==> src/rtl/flash_status_pkg.sv <==
`timescale 1ns/100ps
package flash_status_pkg;

   typedef enum logic [2:0] {
      PH_READ,
      PH_PGM,
      PH_ERS,
      PH_PROT,
      PH_FAIL
   } fs_phase_e;

   localparam int unsigned POLL_BIT = 7;
   localparam int unsigned TOGL_BIT = 6;
   localparam int unsigned FAIL_BIT = 5;

endpackage

==> src/rtl/fs_sequencer.sv <==
`timescale 1ns/100ps
module fs_sequencer
   import flash_status_pkg::*;
#(
   parameter int unsigned SECT_W    = 2,
   parameter int unsigned DATA_W    = 8,
   parameter int unsigned PGM_CYC   = 6,
   parameter int unsigned ERS_CYC   = 20,
   parameter int unsigned PROT_CYC  = 10,
   parameter int unsigned PULSE_LIM = 40
) (
   input  logic              clk,
   input  logic              rst_n,
   input  logic              start,
   input  logic              op_erase,
   input  logic [SECT_W-1:0] start_sect,
   input  logic [DATA_W-1:0] prog_data,
   input  logic [DATA_W-1:0] stored_data,
   input  logic              sect_protected,
   input  logic              reset_cmd,
   output fs_phase_e         phase,
   output logic              is_erase,
   output logic              poll_src,
   output logic [SECT_W-1:0] sect_q,
   output logic              wr_commit,
   output logic              sect_clear
);

   localparam int unsigned MAX_A   = (PGM_CYC > ERS_CYC) ? PGM_CYC : ERS_CYC;
   localparam int unsigned MAX_B   = (PROT_CYC > PULSE_LIM) ? PROT_CYC : PULSE_LIM;
   localparam int unsigned MAX_DUR = (MAX_A > MAX_B) ? MAX_A : MAX_B;
   localparam int unsigned CNT_W   = $clog2(MAX_DUR + 1);

   localparam logic [CNT_W-1:0] PGM_LAST  = CNT_W'(PGM_CYC - 1);
   localparam logic [CNT_W-1:0] ERS_LAST  = CNT_W'(ERS_CYC - 1);
   localparam logic [CNT_W-1:0] PROT_LAST = CNT_W'(PROT_CYC - 1);
   localparam logic [CNT_W-1:0] LIM_LAST  = CNT_W'(PULSE_LIM - 1);

   logic [CNT_W-1:0] cnt;
   logic             unverifiable;

   always_ff @(posedge clk or negedge rst_n) begin
      if (!rst_n) begin
         phase        <= PH_READ;
         cnt          <= '0;
         is_erase     <= 1'b0;
         poll_src     <= 1'b0;
         sect_q       <= '0;
         unverifiable <= 1'b0;
         wr_commit    <= 1'b0;
         sect_clear   <= 1'b0;
      end else begin
         wr_commit  <= 1'b0;
         sect_clear <= 1'b0;
         unique case (phase)
            PH_READ: begin
               if (start) begin
                  cnt          <= '0;
                  is_erase     <= op_erase;
                  poll_src     <= prog_data[POLL_BIT];
                  sect_q       <= start_sect;
                  unverifiable <= |(prog_data & ~stored_data);
                  if (op_erase)            phase <= PH_ERS;
                  else if (sect_protected) phase <= PH_PROT;
                  else                     phase <= PH_PGM;
               end
            end
            PH_PGM: begin
               cnt <= cnt + 1'b1;
               if (cnt == PGM_LAST && !unverifiable) begin
                  phase     <= PH_READ;
                  wr_commit <= 1'b1;
               end else if (cnt == LIM_LAST) begin
                  phase <= PH_FAIL;
               end
            end
            PH_ERS: begin
               cnt <= cnt + 1'b1;
               if (cnt == ERS_LAST) begin
                  phase      <= PH_READ;
                  sect_clear <= 1'b1;
               end else if (cnt == LIM_LAST) begin
                  phase <= PH_FAIL;
               end
            end
            PH_PROT: begin
               cnt <= cnt + 1'b1;
               if (cnt == PROT_LAST) phase <= PH_READ;
            end
            PH_FAIL: begin
               if (reset_cmd) phase <= PH_READ;
            end
            default: phase <= PH_READ;
         endcase
      end
   end

endmodule

==> src/rtl/fs_toggle.sv <==
`timescale 1ns/100ps
module fs_toggle (
   input  logic clk,
   input  logic rst_n,
   input  logic clr,
   input  logic active,
   input  logic rd_strobe,
   output logic tog
);

   always_ff @(posedge clk or negedge rst_n) begin
      if (!rst_n)                  tog <= 1'b0;
      else if (clr)                tog <= 1'b0;
      else if (active && rd_strobe) tog <= ~tog;
   end

endmodule

==> src/rtl/fs_word_mux.sv <==
`timescale 1ns/100ps
module fs_word_mux
   import flash_status_pkg::*;
#(
   parameter int unsigned SECT_W = 2,
   parameter int unsigned DATA_W = 8
) (
   input  fs_phase_e         phase,
   input  logic              is_erase,
   input  logic              poll_src,
   input  logic [SECT_W-1:0] sect_q,
   input  logic [SECT_W-1:0] rd_sect,
   input  logic [DATA_W-1:0] array_data,
   input  logic              tog,
   output logic [DATA_W-1:0] dq_out
);

   logic [DATA_W-1:0] status_word;
   logic              poll_bit;

   always_comb begin
      if (is_erase) poll_bit = (rd_sect == sect_q) ? 1'b0 : array_data[POLL_BIT];
      else          poll_bit = ~poll_src;
   end

   always_comb begin
      status_word           = '0;
      status_word[POLL_BIT] = poll_bit;
      status_word[TOGL_BIT] = tog;
      status_word[FAIL_BIT] = (phase == PH_FAIL);
   end

   assign dq_out = (phase == PH_READ) ? array_data : status_word;

endmodule

==> src/rtl/flash_status_rpt.sv <==
`timescale 1ns/100ps
module flash_status_rpt
   import flash_status_pkg::*;
#(
   parameter int unsigned SECT_W    = 2,
   parameter int unsigned DATA_W    = 8,
   parameter int unsigned PGM_CYC   = 6,
   parameter int unsigned ERS_CYC   = 20,
   parameter int unsigned PROT_CYC  = 10,
   parameter int unsigned PULSE_LIM = 40
) (
   input  logic              clk,
   input  logic              rst_n,
   input  logic              start,
   input  logic              op_erase,
   input  logic [SECT_W-1:0] start_sect,
   input  logic [DATA_W-1:0] prog_data,
   input  logic [DATA_W-1:0] stored_data,
   input  logic              sect_protected,
   input  logic              rd_strobe,
   input  logic [SECT_W-1:0] rd_sect,
   input  logic [DATA_W-1:0] array_data,
   input  logic              reset_cmd,
   output logic [DATA_W-1:0] dq_out,
   output logic              rb_oe,
   output logic              wr_commit,
   output logic              sect_clear
);

   if (DATA_W < 8) begin : g_bad_data_w
      $error("flash_status_rpt: DATA_W must be at least 8");
   end
   if (SECT_W < 1) begin : g_bad_sect_w
      $error("flash_status_rpt: SECT_W must be at least 1");
   end
   if (PGM_CYC < 1 || ERS_CYC < 1 || PROT_CYC < 1 || PULSE_LIM < 1) begin : g_bad_cyc
      $error("flash_status_rpt: cycle counts must be at least 1");
   end

   fs_phase_e         phase;
   logic              is_erase;
   logic              poll_src;
   logic [SECT_W-1:0] sect_q;
   logic              tog;
   logic              accept;

   assign accept = start && (phase == PH_READ);
   assign rb_oe  = (phase != PH_READ);

   fs_sequencer #(
      .SECT_W(SECT_W), .DATA_W(DATA_W), .PGM_CYC(PGM_CYC),
      .ERS_CYC(ERS_CYC), .PROT_CYC(PROT_CYC), .PULSE_LIM(PULSE_LIM)
   ) u_seq (
      .clk(clk), .rst_n(rst_n), .start(start), .op_erase(op_erase),
      .start_sect(start_sect), .prog_data(prog_data), .stored_data(stored_data),
      .sect_protected(sect_protected), .reset_cmd(reset_cmd),
      .phase(phase), .is_erase(is_erase), .poll_src(poll_src), .sect_q(sect_q),
      .wr_commit(wr_commit), .sect_clear(sect_clear)
   );

   fs_toggle u_tog (
      .clk(clk), .rst_n(rst_n), .clr(accept), .active(rb_oe),
      .rd_strobe(rd_strobe), .tog(tog)
   );

   fs_word_mux #(.SECT_W(SECT_W), .DATA_W(DATA_W)) u_mux (
      .phase(phase), .is_erase(is_erase), .poll_src(poll_src), .sect_q(sect_q),
      .rd_sect(rd_sect), .array_data(array_data), .tog(tog), .dq_out(dq_out)
   );

endmodule

==> config.mk <==
export PLATFORM = sky130hd
export DESIGN_NAME = flash_status_rpt
export DESIGN_NICKNAME = d
export VERILOG_FILES = /design/src/rtl/flash_status_pkg.sv /design/src/rtl/fs_sequencer.sv /design/src/rtl/fs_toggle.sv /design/src/rtl/fs_word_mux.sv /design/src/rtl/flash_status_rpt.sv
export SDC_FILE = /design/constraint.sdc
export NUM_CORES = 1
export LEC_CHECK = 0
export CORE_MARGIN = 4
export CORE_UTILIZATION = 30
export DETAILED_ROUTE_END_ITERATION = 8
export HOLD_SLACK_MARGIN = 0.05
export SLEW_MARGIN = 20
export SYNTH_ARGS = -nofsm -noshare
export SYNTH_HDL_FRONTEND = slang
export SYNTH_SLANG_ARGS = --single-unit
==> constraint.sdc <==
create_clock -name clk -period 2.24 [get_ports clk]
set_clock_uncertainty 0.1 [all_clocks]
set_input_delay 0.336 -clock clk [delete_from_list [all_inputs] [get_ports clk]]
set_output_delay 0.336 -clock clk [all_outputs]
set_load 0.03 [all_outputs]
==> flow_metrics.py <==
metrics = {
    "drt": {
        "via_per_inst": 4.688,
        "first_pass_iters": 4,
        "ant_nets": 0,
        "route.detailed.drc": 0,
        "totalWireLength_um": 2610,
        "via_count": 1008,
        "drt_iter0_markers": 24,
        "wire_per_inst_um": 12.14,
    },
    "clock_network": {
        "cts_made_buffers": 3,
        "htreeDepth": 1,
        "cts_buffer_depth": 2,
        "path_clk_slew_ps": 100,
        "cts_sinks": 17,
        "clock_latency_ps": 290,
        "cts_root_buffer": "clkbuf_4",
        "tritoncts": "yes",
    },
    "die": {
        "die_h_um": 67.86,
        "start_util_pct": 31.71,
        "core_region_area_mm2": 0.003390,
        "rows": 21,
        "ios": 46,
        "dieArea_mm2": 0.004604,
        "die_w_um": 67.86,
    },
    "power": {
        "power_leakage_nw": 0.7035,
        "total_power_mw": 1.627,
        "ir_worst_vdd_uv": 317.4,
        "powerDensity_mw_per_mm2": 1021,
    },
    "layout": {
        "multi_input_area_um2": 544.3,
        "final_cell_mix": "37 x clkdlybuf4s50_1, 17 x dfrtp_1, 13 x nand2_1",
        "seqCellArea_um2": 425.4,
        "fillCellCount": 334,
        "fin_nets": 207,
        "syn_to_final_growth_pct": 48.31,
        "final_common_cell": "clkdlybuf4s50_1",
        "antennaDiodeCount": 0,
        "drive_above_1_share_pct": 11.24,
    },
    "global_routing": {
        "antenna_found_initial": 0,
        "grt_pass1_wl_um": 4250,
        "grt_usage_pct": 12.29,
        "gr-total-overflow": 0,
        "grt_max_degree": 18,
        "grt_pass1_vias": 1013,
    },
    "logic_synthesis": {
        "synthDistinctLibCells": 35,
        "yosysTopAreaCellShare_pct": 39.58,
        "synth-edff-count": 0,
        "syn_nets": 158,
        "synth_ff_type": "dfrtp_1",
        "synth_area_leaders": "dfrtp_1 40%, mux2_4 5.6%, nand2_1 4.5%",
        "synth_top_cell_by_area": "dfrtp_1",
        "syn_area_per_cell_um2": 8.882,
        "yosys_warnings": 0,
        "synthesis.area_mm2": 0.001075,
        "synth_cells": 121,
        "yosysSeqAreaShare_pct": 39.58,
        "async_reset_ff_share_pct": 100.0,
        "ys_seq_elements": 17,
    },
    "worst_setup_path": {
        "critPathSlowestCell": "clkdlybuf4s50_1",
        "crit_arrival_ps": 1640,
        "cp.required_ps": 1800,
        "reg2reg_slack_ps": 640,
        "startpoint_type": "flip-flop",
        "cp-end-kind": "primary output",
        "crit_fanout": 4,
        "crit_path_max_incr_delay_ps": 600,
        "crit_chain": "nor3_4, inv_1, clkdlybuf4s50_1",
        "crit_type": "reg2out",
    },
    "sta": {
        "setup_viol": 0,
        "fin_crit_sh_pct": 92.54,
        "tightestPinTransition_ps": 320.6,
        "maxSlewHeadroom_pct": 78.59,
        "max_freq_mhz": 482.4,
        "tns_ps": 0,
        "hold_viol": 0,
        "fin_crit_ps": 2073,
        "setup_ws_ps": 167.0,
        "drv_slew": 0,
        "grt_setup_unrepaired": "false",
    },
    "placement": {
        "gp_congestion": 0.7704,
        "hpwl_um": 2025,
        "dp_worst_setup_slack_ps": 204.9,
        "io_buffers": 45,
    },
    "outcome": {
        "status": "complete, no violations",
    },
    "run": {
        "maxCapViolations": 0,
    },
    "hold_path": {
        "hold_path_class": "in2async",
    },
}
==> per-stage QoR <==
step	cells	cell area, um^2	util (%)	hold WS [ps]
floorplan	121	1075	-	-59.59
global placement	209	1558	45.96	385.3
detailed placement	209	1558	45.96	398.3
CTS	215	1592	46.95	271.5
global route	215	1594	47.03	280.3
finish	215	1594	47.03	267.3
==> power breakdown <==
part | total (mW) | internal, mW | switching, mW
combinational | 0.931 | 0.461 | 0.470
clock | 0.162 | 0.0691 | 0.0934
sequential | 0.533 | 0.419 | 0.114
total | 1.63 | 0.949 | 0.677
==> timing repair <==
item | in CTS | in global routing
pin swaps | 1 | 0
endpoints found under the setup margin | 7 | 1
hold buffers | 0 | 0
buffers inserted | 2 | 0
gates resized for setup | 6 | 1
==> per-layer routing <==
metal,part of all wire (%),track usage [%]
met2,46,20.78
met4,1.3,6.452
met1,43,14.26
met3,9.7,3.120
met5,0,0
==> cell usage after synthesis (2+ instances only) <==
cell type,instances
mux2_4,4
a31oi_1,2
xnor2_1,2
and2_1,5
a21oi_1,7
ha_1,2
buf_6,2
nor2_1,7
dfrtp_1,17
o21ai_0,6
nand4b_1,2
clkbuf_1,2
o22ai_1,4
nand3_1,2
buf_2,3
inv_1,12
nand2_1,13
o31ai_1,3
o21a_1,2
nor3_1,6
nor4b_1,2
nand3b_1,3
==> layout make-up <==
| cell class | count | share of cell area, % |
|---|---|---|
| Tap cell | 46 | 3.611 |
| Timing Repair Buffer | 52 | 31.08 |
| Multi-Input combinational cell | 84 | 34.14 |
| Sequential cell | 17 | 26.69 |
| Inverter | 12 | 2.826 |
| Clock buffer | 4 | 1.648 |
==> worst max-delay path: cells and delay by family (launching register included) <==
kind / cells / cell delay, ps
and+or+nand+nor: 1 / 240
DFF: 1 / 420
buffers and inverters: 2 / 690
==> sequential cells by signal, summed over array words and instances, names as in the netlist <==
| name | flops |
|---|---|
| u_seq.phase | 3 |
| u_seq.wr_commit | 1 |
| u_seq.cnt | 6 |
| u_seq.sect_q | 2 |
| u_seq.sect_clear | 1 |
| u_seq.unverifiable | 1 |
| u_seq.poll_src | 1 |
| u_seq.is_erase | 1 |
| u_tog.tog | 1 |
==> path summary, 6_finish.rpt <==
check / startpoint / to / depth (start not counted)
max: u_seq.phase[1] / rb_oe / 3
min: rst_n / u_seq.sect_clear / 2
max reg2reg: u_seq.cnt[0] / u_seq.phase[2] / 5
min reg2reg: u_tog.tog / u_tog.tog / 1
max in group asynchronous: rst_n / u_seq.cnt[0] / 2
min in group clk: u_tog.tog / u_tog.tog / 1
==> logic make-up after synthesis <==
kind of cell / Yosys count / synth area share (%)
simple gates: 48 / 24.80
compound gates: 27 / 15.37
buf+inv: 20 / 9.778
flops: 17 / 39.58
mux: 5 / 6.519
xor+xnor: 2 / 1.630
fa+ha+maj: 2 / 2.328
Note: power is estimated with default switching activity, not from simulation.
